File: src/rtl/e3mm_pkg.sv
package e3mm_pkg;
  // Field positions inside the maintenance byte
  localparam int unsigned FERF_BIT = 7;
  localparam int unsigned PT_HI    = 5;
  localparam int unsigned PT_LO    = 3;
  localparam int unsigned PT_W     = PT_HI - PT_LO + 1;

  // Comparison state of the payload type checker
  typedef enum logic {
    PT_MATCH    = 1'b0,
    PT_MISMATCH = 1'b1
  } pt_cmp_e;
endpackage

File: src/rtl/e3mm_rst_sync.sv
module e3mm_rst_sync #(
  parameter int unsigned STAGES = 2
) (
  input  logic clk,
  input  logic rst_n,
  output logic rst_n_sync
);
  logic [STAGES-1:0] sync_q;
  logic [STAGES-1:0] sync_d;

  always_comb begin
    sync_d = {sync_q[STAGES-2:0], 1'b1};
  end

  always_ff @(posedge clk or negedge rst_n) begin
    if (!rst_n) sync_q <= '0;
    else        sync_q <= sync_d;
  end

  assign rst_n_sync = sync_q[STAGES-1];
endmodule

File: src/rtl/e3mm_cfg_reg.sv
module e3mm_cfg_reg #(
  parameter int unsigned PT_W = 3
) (
  input  logic            clk,
  input  logic            rst_n,
  input  logic            persist_long,
  input  logic [PT_W-1:0] exp_ptype,
  output logic            sel_q,
  output logic [PT_W-1:0] exp_q
);
  logic            cap_en;
  logic            sel_d;
  logic [PT_W-1:0] exp_d;

  assign cap_en = 1'b1;

  always_comb begin
    sel_d = sel_q;
    exp_d = exp_q;
    if (cap_en) begin
      sel_d = persist_long;
      exp_d = exp_ptype;
    end
  end

  always_ff @(posedge clk or negedge rst_n) begin
    if (!rst_n) begin
      sel_q <= 1'b0;
      exp_q <= '0;
    end else begin
      sel_q <= sel_d;
      exp_q <= exp_d;
    end
  end
endmodule

File: src/rtl/e3mm_persist.sv
module e3mm_persist #(
  parameter int unsigned SHORT_RUN = 3,
  parameter int unsigned LONG_RUN  = 5
) (
  input  logic clk,
  input  logic rst_n,
  input  logic stb,
  input  logic ind_bit,
  input  logic sel_long,
  output logic state_q
);
  localparam int unsigned CNT_W = $clog2(LONG_RUN + 1);
  localparam logic [CNT_W-1:0] SHORT_LIM = CNT_W'(SHORT_RUN);
  localparam logic [CNT_W-1:0] LONG_LIM  = CNT_W'(LONG_RUN);
  localparam logic [CNT_W-1:0] ONE       = CNT_W'(1);

  logic             run_q, run_d;
  logic [CNT_W-1:0] cnt_q, cnt_d;
  logic             state_d;
  logic [CNT_W-1:0] limit;

  assign limit = sel_long ? LONG_LIM : SHORT_LIM;

  always_comb begin
    run_d   = run_q;
    cnt_d   = cnt_q;
    state_d = state_q;
    if (stb) begin
      if (ind_bit == run_q) begin
        if (cnt_q < LONG_LIM) cnt_d = cnt_q + ONE;
      end else begin
        run_d = ind_bit;
        cnt_d = ONE;
      end
      if ((cnt_d >= limit) && (run_d != state_q)) state_d = run_d;
    end
  end

  always_ff @(posedge clk or negedge rst_n) begin
    if (!rst_n) begin
      run_q   <= 1'b0;
      cnt_q   <= '0;
      state_q <= 1'b0;
    end else begin
      run_q   <= run_d;
      cnt_q   <= cnt_d;
      state_q <= state_d;
    end
  end
endmodule

File: src/rtl/e3mm_ptype_chk.sv
module e3mm_ptype_chk
  import e3mm_pkg::*;
#(
  parameter int unsigned W = 3
) (
  input  logic         clk,
  input  logic         rst_n,
  input  logic         stb,
  input  logic [W-1:0] pt_in,
  input  logic [W-1:0] pt_exp,
  output logic [W-1:0] pt_q,
  output logic         irq_q
);
  pt_cmp_e      cmp_q, cmp_d;
  logic [W-1:0] pt_d;
  logic         irq_d;

  always_comb begin
    pt_d  = pt_q;
    cmp_d = cmp_q;
    irq_d = 1'b0;
    if (stb) begin
      pt_d  = pt_in;
      cmp_d = (pt_in != pt_exp) ? PT_MISMATCH : PT_MATCH;
      irq_d = (cmp_d == PT_MISMATCH) && (cmp_q == PT_MATCH);
    end
  end

  always_ff @(posedge clk or negedge rst_n) begin
    if (!rst_n) begin
      pt_q  <= '0;
      cmp_q <= PT_MATCH;
      irq_q <= 1'b0;
    end else begin
      pt_q  <= pt_d;
      cmp_q <= cmp_d;
      irq_q <= irq_d;
    end
  end
endmodule

File: src/rtl/e3_maint_monitor.sv
module e3_maint_monitor
  import e3mm_pkg::*;
#(
  parameter int unsigned SHORT_RUN = 3,
  parameter int unsigned LONG_RUN  = 5
) (
  input  logic            clk,
  input  logic            rst_n,
  input  logic            frame_stb,
  input  logic [7:0]      maint_byte,
  input  logic            persist_long,
  input  logic [PT_W-1:0] exp_ptype,
  output logic            ferf_state,
  output logic [PT_W-1:0] rx_ptype,
  output logic            ptype_irq,
  output logic [7:0]      cfg_status
);
  logic            rst_n_sync;
  logic            sel_q;
  logic [PT_W-1:0] exp_q;

  e3mm_rst_sync #(.STAGES(2)) u_rst (
    .clk        (clk),
    .rst_n      (rst_n),
    .rst_n_sync (rst_n_sync)
  );

  e3mm_cfg_reg #(.PT_W(PT_W)) u_cfg (
    .clk          (clk),
    .rst_n        (rst_n_sync),
    .persist_long (persist_long),
    .exp_ptype    (exp_ptype),
    .sel_q        (sel_q),
    .exp_q        (exp_q)
  );

  e3mm_persist #(.SHORT_RUN(SHORT_RUN), .LONG_RUN(LONG_RUN)) u_ferf (
    .clk      (clk),
    .rst_n    (rst_n_sync),
    .stb      (frame_stb),
    .ind_bit  (maint_byte[FERF_BIT]),
    .sel_long (sel_q),
    .state_q  (ferf_state)
  );

  e3mm_ptype_chk #(.W(PT_W)) u_pt (
    .clk    (clk),
    .rst_n  (rst_n_sync),
    .stb    (frame_stb),
    .pt_in  (maint_byte[PT_HI:PT_LO]),
    .pt_exp (exp_q),
    .pt_q   (rx_ptype),
    .irq_q  (ptype_irq)
  );

  assign cfg_status = {1'b0, exp_q, sel_q, rx_ptype};
endmodule

File: config.mk
export PLATFORM = sky130hd
export DESIGN_NAME = e3_maint_monitor
export DESIGN_NICKNAME = d
export VERILOG_FILES = /design/src/rtl/e3mm_pkg.sv /design/src/rtl/e3mm_rst_sync.sv /design/src/rtl/e3mm_cfg_reg.sv /design/src/rtl/e3mm_persist.sv /design/src/rtl/e3mm_ptype_chk.sv /design/src/rtl/e3_maint_monitor.sv
export SDC_FILE = /design/constraint.sdc
export NUM_CORES = 1
export LEC_CHECK = 0
export BUFFER_PORTS_ARGS = -buffer_cell sky130_fd_sc_hd__buf_2
export CORE_MARGIN = 3
export CORE_UTILIZATION = 42
export DETAILED_ROUTE_END_ITERATION = 8
export PLACE_DENSITY = 0.73
export SLEW_MARGIN = 40
export SYNTH_ARGS = -nofsm -noshare
export SYNTH_HDL_FRONTEND = slang
export SYNTH_SLANG_ARGS = --single-unit
File: constraint.sdc
create_clock -name clk -period 0.8 [get_ports clk]
set_input_delay 0.08 -clock clk [delete_from_list [all_inputs] [get_ports clk]]
set_output_delay 0.08 -clock clk [all_outputs]
set_load 0.01 [all_outputs]
==> summary.md <==
| Metric | Value |
|---|---|
| Gpl congestion | `0.7781` |
| First-pass iteration count of the detailed router | `4` |
| Core area | `1594 um2` |
| Final hold vios | `0` |
| Starting Density | `46.78%` |
| Final net count | `121` |
| Total CTS buffers | `3` |
| Largest net degree at the start of global routing | `14` |
| # DRC | `0` |
| Final ANT Viol Nets | `0` |
| Run status | `finished with violations` |
| Post-Synthesis Cells | `62` |
| Longest Clk Path Bufs | `2` |
| Avg Cell Area, Syn | `12.03 um2` |
| Drt total wl | `1380 um` |
| Row cnt | `14` |
| I/O Buffers | `22` |
| Crit Path Class | `flop to flop` |
| Layout Cells excl Fill | `124` |
| Grt ovf | `0` |
| CTS tree | `yes` |
| Die extent in x | `48.14 um` |
| Via-per-instance ratio | `4.613` |
| Critical Path AT | `2.05 ns` |
| Clk_lat worst skew | `0.28 ns` |
| Vias in the first global route | `594` |
| Worst-case reg-to-reg path depth | `7` |
| CP startpoint | `u_ferf.cnt_q[1]` |
| CP endpoint | `u_ferf.state_q` |
| I/O Pins | `28` |
| Crit. End Element | `flop` |
| RSZ-0062 raised after global routing | `true` |
| DP HPWL | `1029 um` |
| Post-layout min period | `1.837 ns` |
| Number of antenna diodes | `0` |
| Vias | `572` |
| Initial antenna violation count | `0` |
| Global-route wire length before repair | `2290 um` |
| Fmax | `0.5445 GHz` |
| Number of fill cells | `129` |
| Power Density | `2398 nW/um2` |
| CTS sink count | `16` |
| Final setup fails | `19` |
| R2R Path Start | `u_ferf.cnt_q[1]` |
| Max Slew Vio Count | `0` |
| H-Tree Depth | `1` |
| FF+latch count, synth | `16` |
| Mapped Nets | `82` |
| Share of the yosys chip area belonging to registers | `53.69%` |
| Period utilization | `229.6%` |
| Cell Count Post-Placement | `113` |
| Required @ worst endpoint | `1.02 ns` |
| Routed WL per cell | `11.13 um` |
| Yosys warns | `0` |
| Leak pwr | `0.5446 nW` |
| Peak VDD IR | `1774 uV` |
| Max_cap viols | `0` |
| R2r setup slk | `-1.04 ns` |
| Skew final | `0.003825 ns` |
| R2r endpoint | `u_ferf.state_q` |
| Worst setup margin | `-1.037 ns` |
| Failing checks | `negative setup slack` |
| Root Driver | `clkbuf_4` |
| Share of layout cells above drive strength 1 | `54.00%` |
| Initial drt markers | `9` |
| Die Height | `48.14 um` |
| HP Class | `flop to asynchronous set/reset pin` |
| Total track usage | `14.37%` |
| Synth-to-layout area growth | `46.81%` |
| Total die area | `2317 um2` |
| Clk pin slew, worst setup/hold paths | `0.09 ns` |
| Synth cell types | `23` |
| Worst Path Max Fanout | `2` |
| Worst Setup Start Kind | `flop` |
| Setup Slack @ Placement | `-1.076 ns` |
| Mapped Area | `745.7 um2` |
power breakdown:
group | leakage [nW] | internal, mW | switching, mW
registers | 0.188 | 0.943 | 0.100
logic | 0.336 | 0.623 | 0.433
clock network | 0.0210 | 0.277 | 0.250
layout by cell type (no fill, tap or decap), drive strengths merged, types with 2 or more instances in the layout:
master	netlist	routed
a21oi	2	2
a31oi	2	2
buf	6	35
clkbuf	0	4
conb	2	2
dfrtp	16	16
dlygate4sd3	0	5
ha	5	5
inv	4	4
mux2	5	5
nor2	4	4
nor3	2	2
xor2	3	3
sequential cells by signal, indices dropped and copies added, names as in the netlist:
name	flops
u_cfg.exp_q	3
u_cfg.sel_q	1
u_ferf.cnt_q	3
u_ferf.run_q	1
u_ferf.state_q	1
u_pt.cmp_q	1
u_pt.irq_q	1
u_pt.pt_q	3
u_rst.sync_q	2
timing repair:
| item | in CTS | in global routing |
|---|---|---|
| setup buffers | 2 | 0 |
| hold endpoints to repair | 6 | 0 |
| resized for setup | 2 | 7 |
| cloned | 0 | 0 |
| endpoints found under the setup margin | 19 | 19 |
| pin swaps | 5 | 4 |
| hold buffers | 5 | 0 |
kinds of logic after synthesis:
| kind of cell | Yosys count | share of synthesized area, % |
|---|---|---|
| AND/OR/NAND/NOR | 10 | 6.879 |
| buffers and inverters | 10 | 7.717 |
| multiplexers | 6 | 8.892 |
| AO/OA/AOI/OAI | 10 | 9.899 |
| flip-flops | 16 | 53.69 |
| adder cells (fa/ha/maj) | 5 | 8.389 |
| other | 2 | 1.007 |
| XOR/XNOR | 3 | 3.524 |
worst max-delay path: stages (launching register included):
cell and delay, ns:
dfrtp_1 0.39, ha_1 0.27, a21bo_2 0.22, a21boi_2 0.14, ha_1 0.24, and3_4 0.15
a32oi_2 0.17, mux2i_1 0.19
synthesized netlist by cell type:
master	number	share of area (%)
mux2_2	5	7.5
dfrtp_1	16	54
mux2i_1	1	1.3
xor2_1	3	3.5
a21o_1	1	1.0
a21bo_2	1	1.3
o22a_1	1	1.2
inv_1	4	2.0
a32oi_1	1	1.2
nand2_1	1	0.50
buf_2	1	0.67
o21ai_0	1	0.67
nor2_1	4	2.0
ha_1	5	8.4
a21boi_2	1	1.5
a31oi_1	2	1.7
nand3b_1	1	1.0
and3_1	1	0.84
buf_4	5	5.0
conb_1	2	1.0
nor3_1	2	1.3
a21oi_1	2	1.3
nand4b_1	1	1.2
metal layers:
| layer | vias up | GRT usage (%) | wire [um] |
|---|---|---|---|
| met5 | - | 0 | 0 |
| met4 | 0 | 8.065 | 0 |
| met3 | 0 | 2.214 | 80 |
| met2 | 23 | 24.54 | 705 |
| met1 | 264 | 17.13 | 594 |
| li1 | 285 | - | - |
worst min-delay path by stage:
stage	end	cells after the start	startpoint	slack, ns
2_1_floorplan	u_rst.sync_q[0]	0	rst_n	-0.22
3_3_place_gp	u_rst.sync_q[0]	1	rst_n	-0.13
3_5_place_dp	u_rst.sync_q[1]	1	rst_n	-0.13
4_1_cts	u_cfg.sel_q	0	u_rst.sync_q[1]	0.02
5_1_grt	u_cfg.sel_q	0	u_rst.sync_q[1]	0.03
6_report	u_cfg.sel_q	0	u_rst.sync_q[1]	0.02
through the flow:
stage                     setup TNS, ns  area, um2  hold slack, ns  total power [mW]  utilization, %
after floorplan                  -2.506      763.2         -0.2156             1.603               -
after global placement           -2.991      943.4         -0.1349             1.954           59.18
after detailed placement         -3.120      943.4         -0.1322             1.973           59.18
after CTS                        -4.538       1054         0.01791             2.585           66.09
after global routing             -5.171       1095         0.03333             2.818           68.68
final                            -4.300       1095         0.01678             2.625           68.68
final cells by class:
class,instances,area (um2),share of cell area [%]
sequential,16,400.4,36.57
timing repair buffer,40,271.5,24.80
inverter,4,15.01,1.371
tap,24,30.03,2.743
clock buffer,4,36.28,3.314
multi-input combinational,36,341.6,31.20
Power figures use the tool's default switching activity.
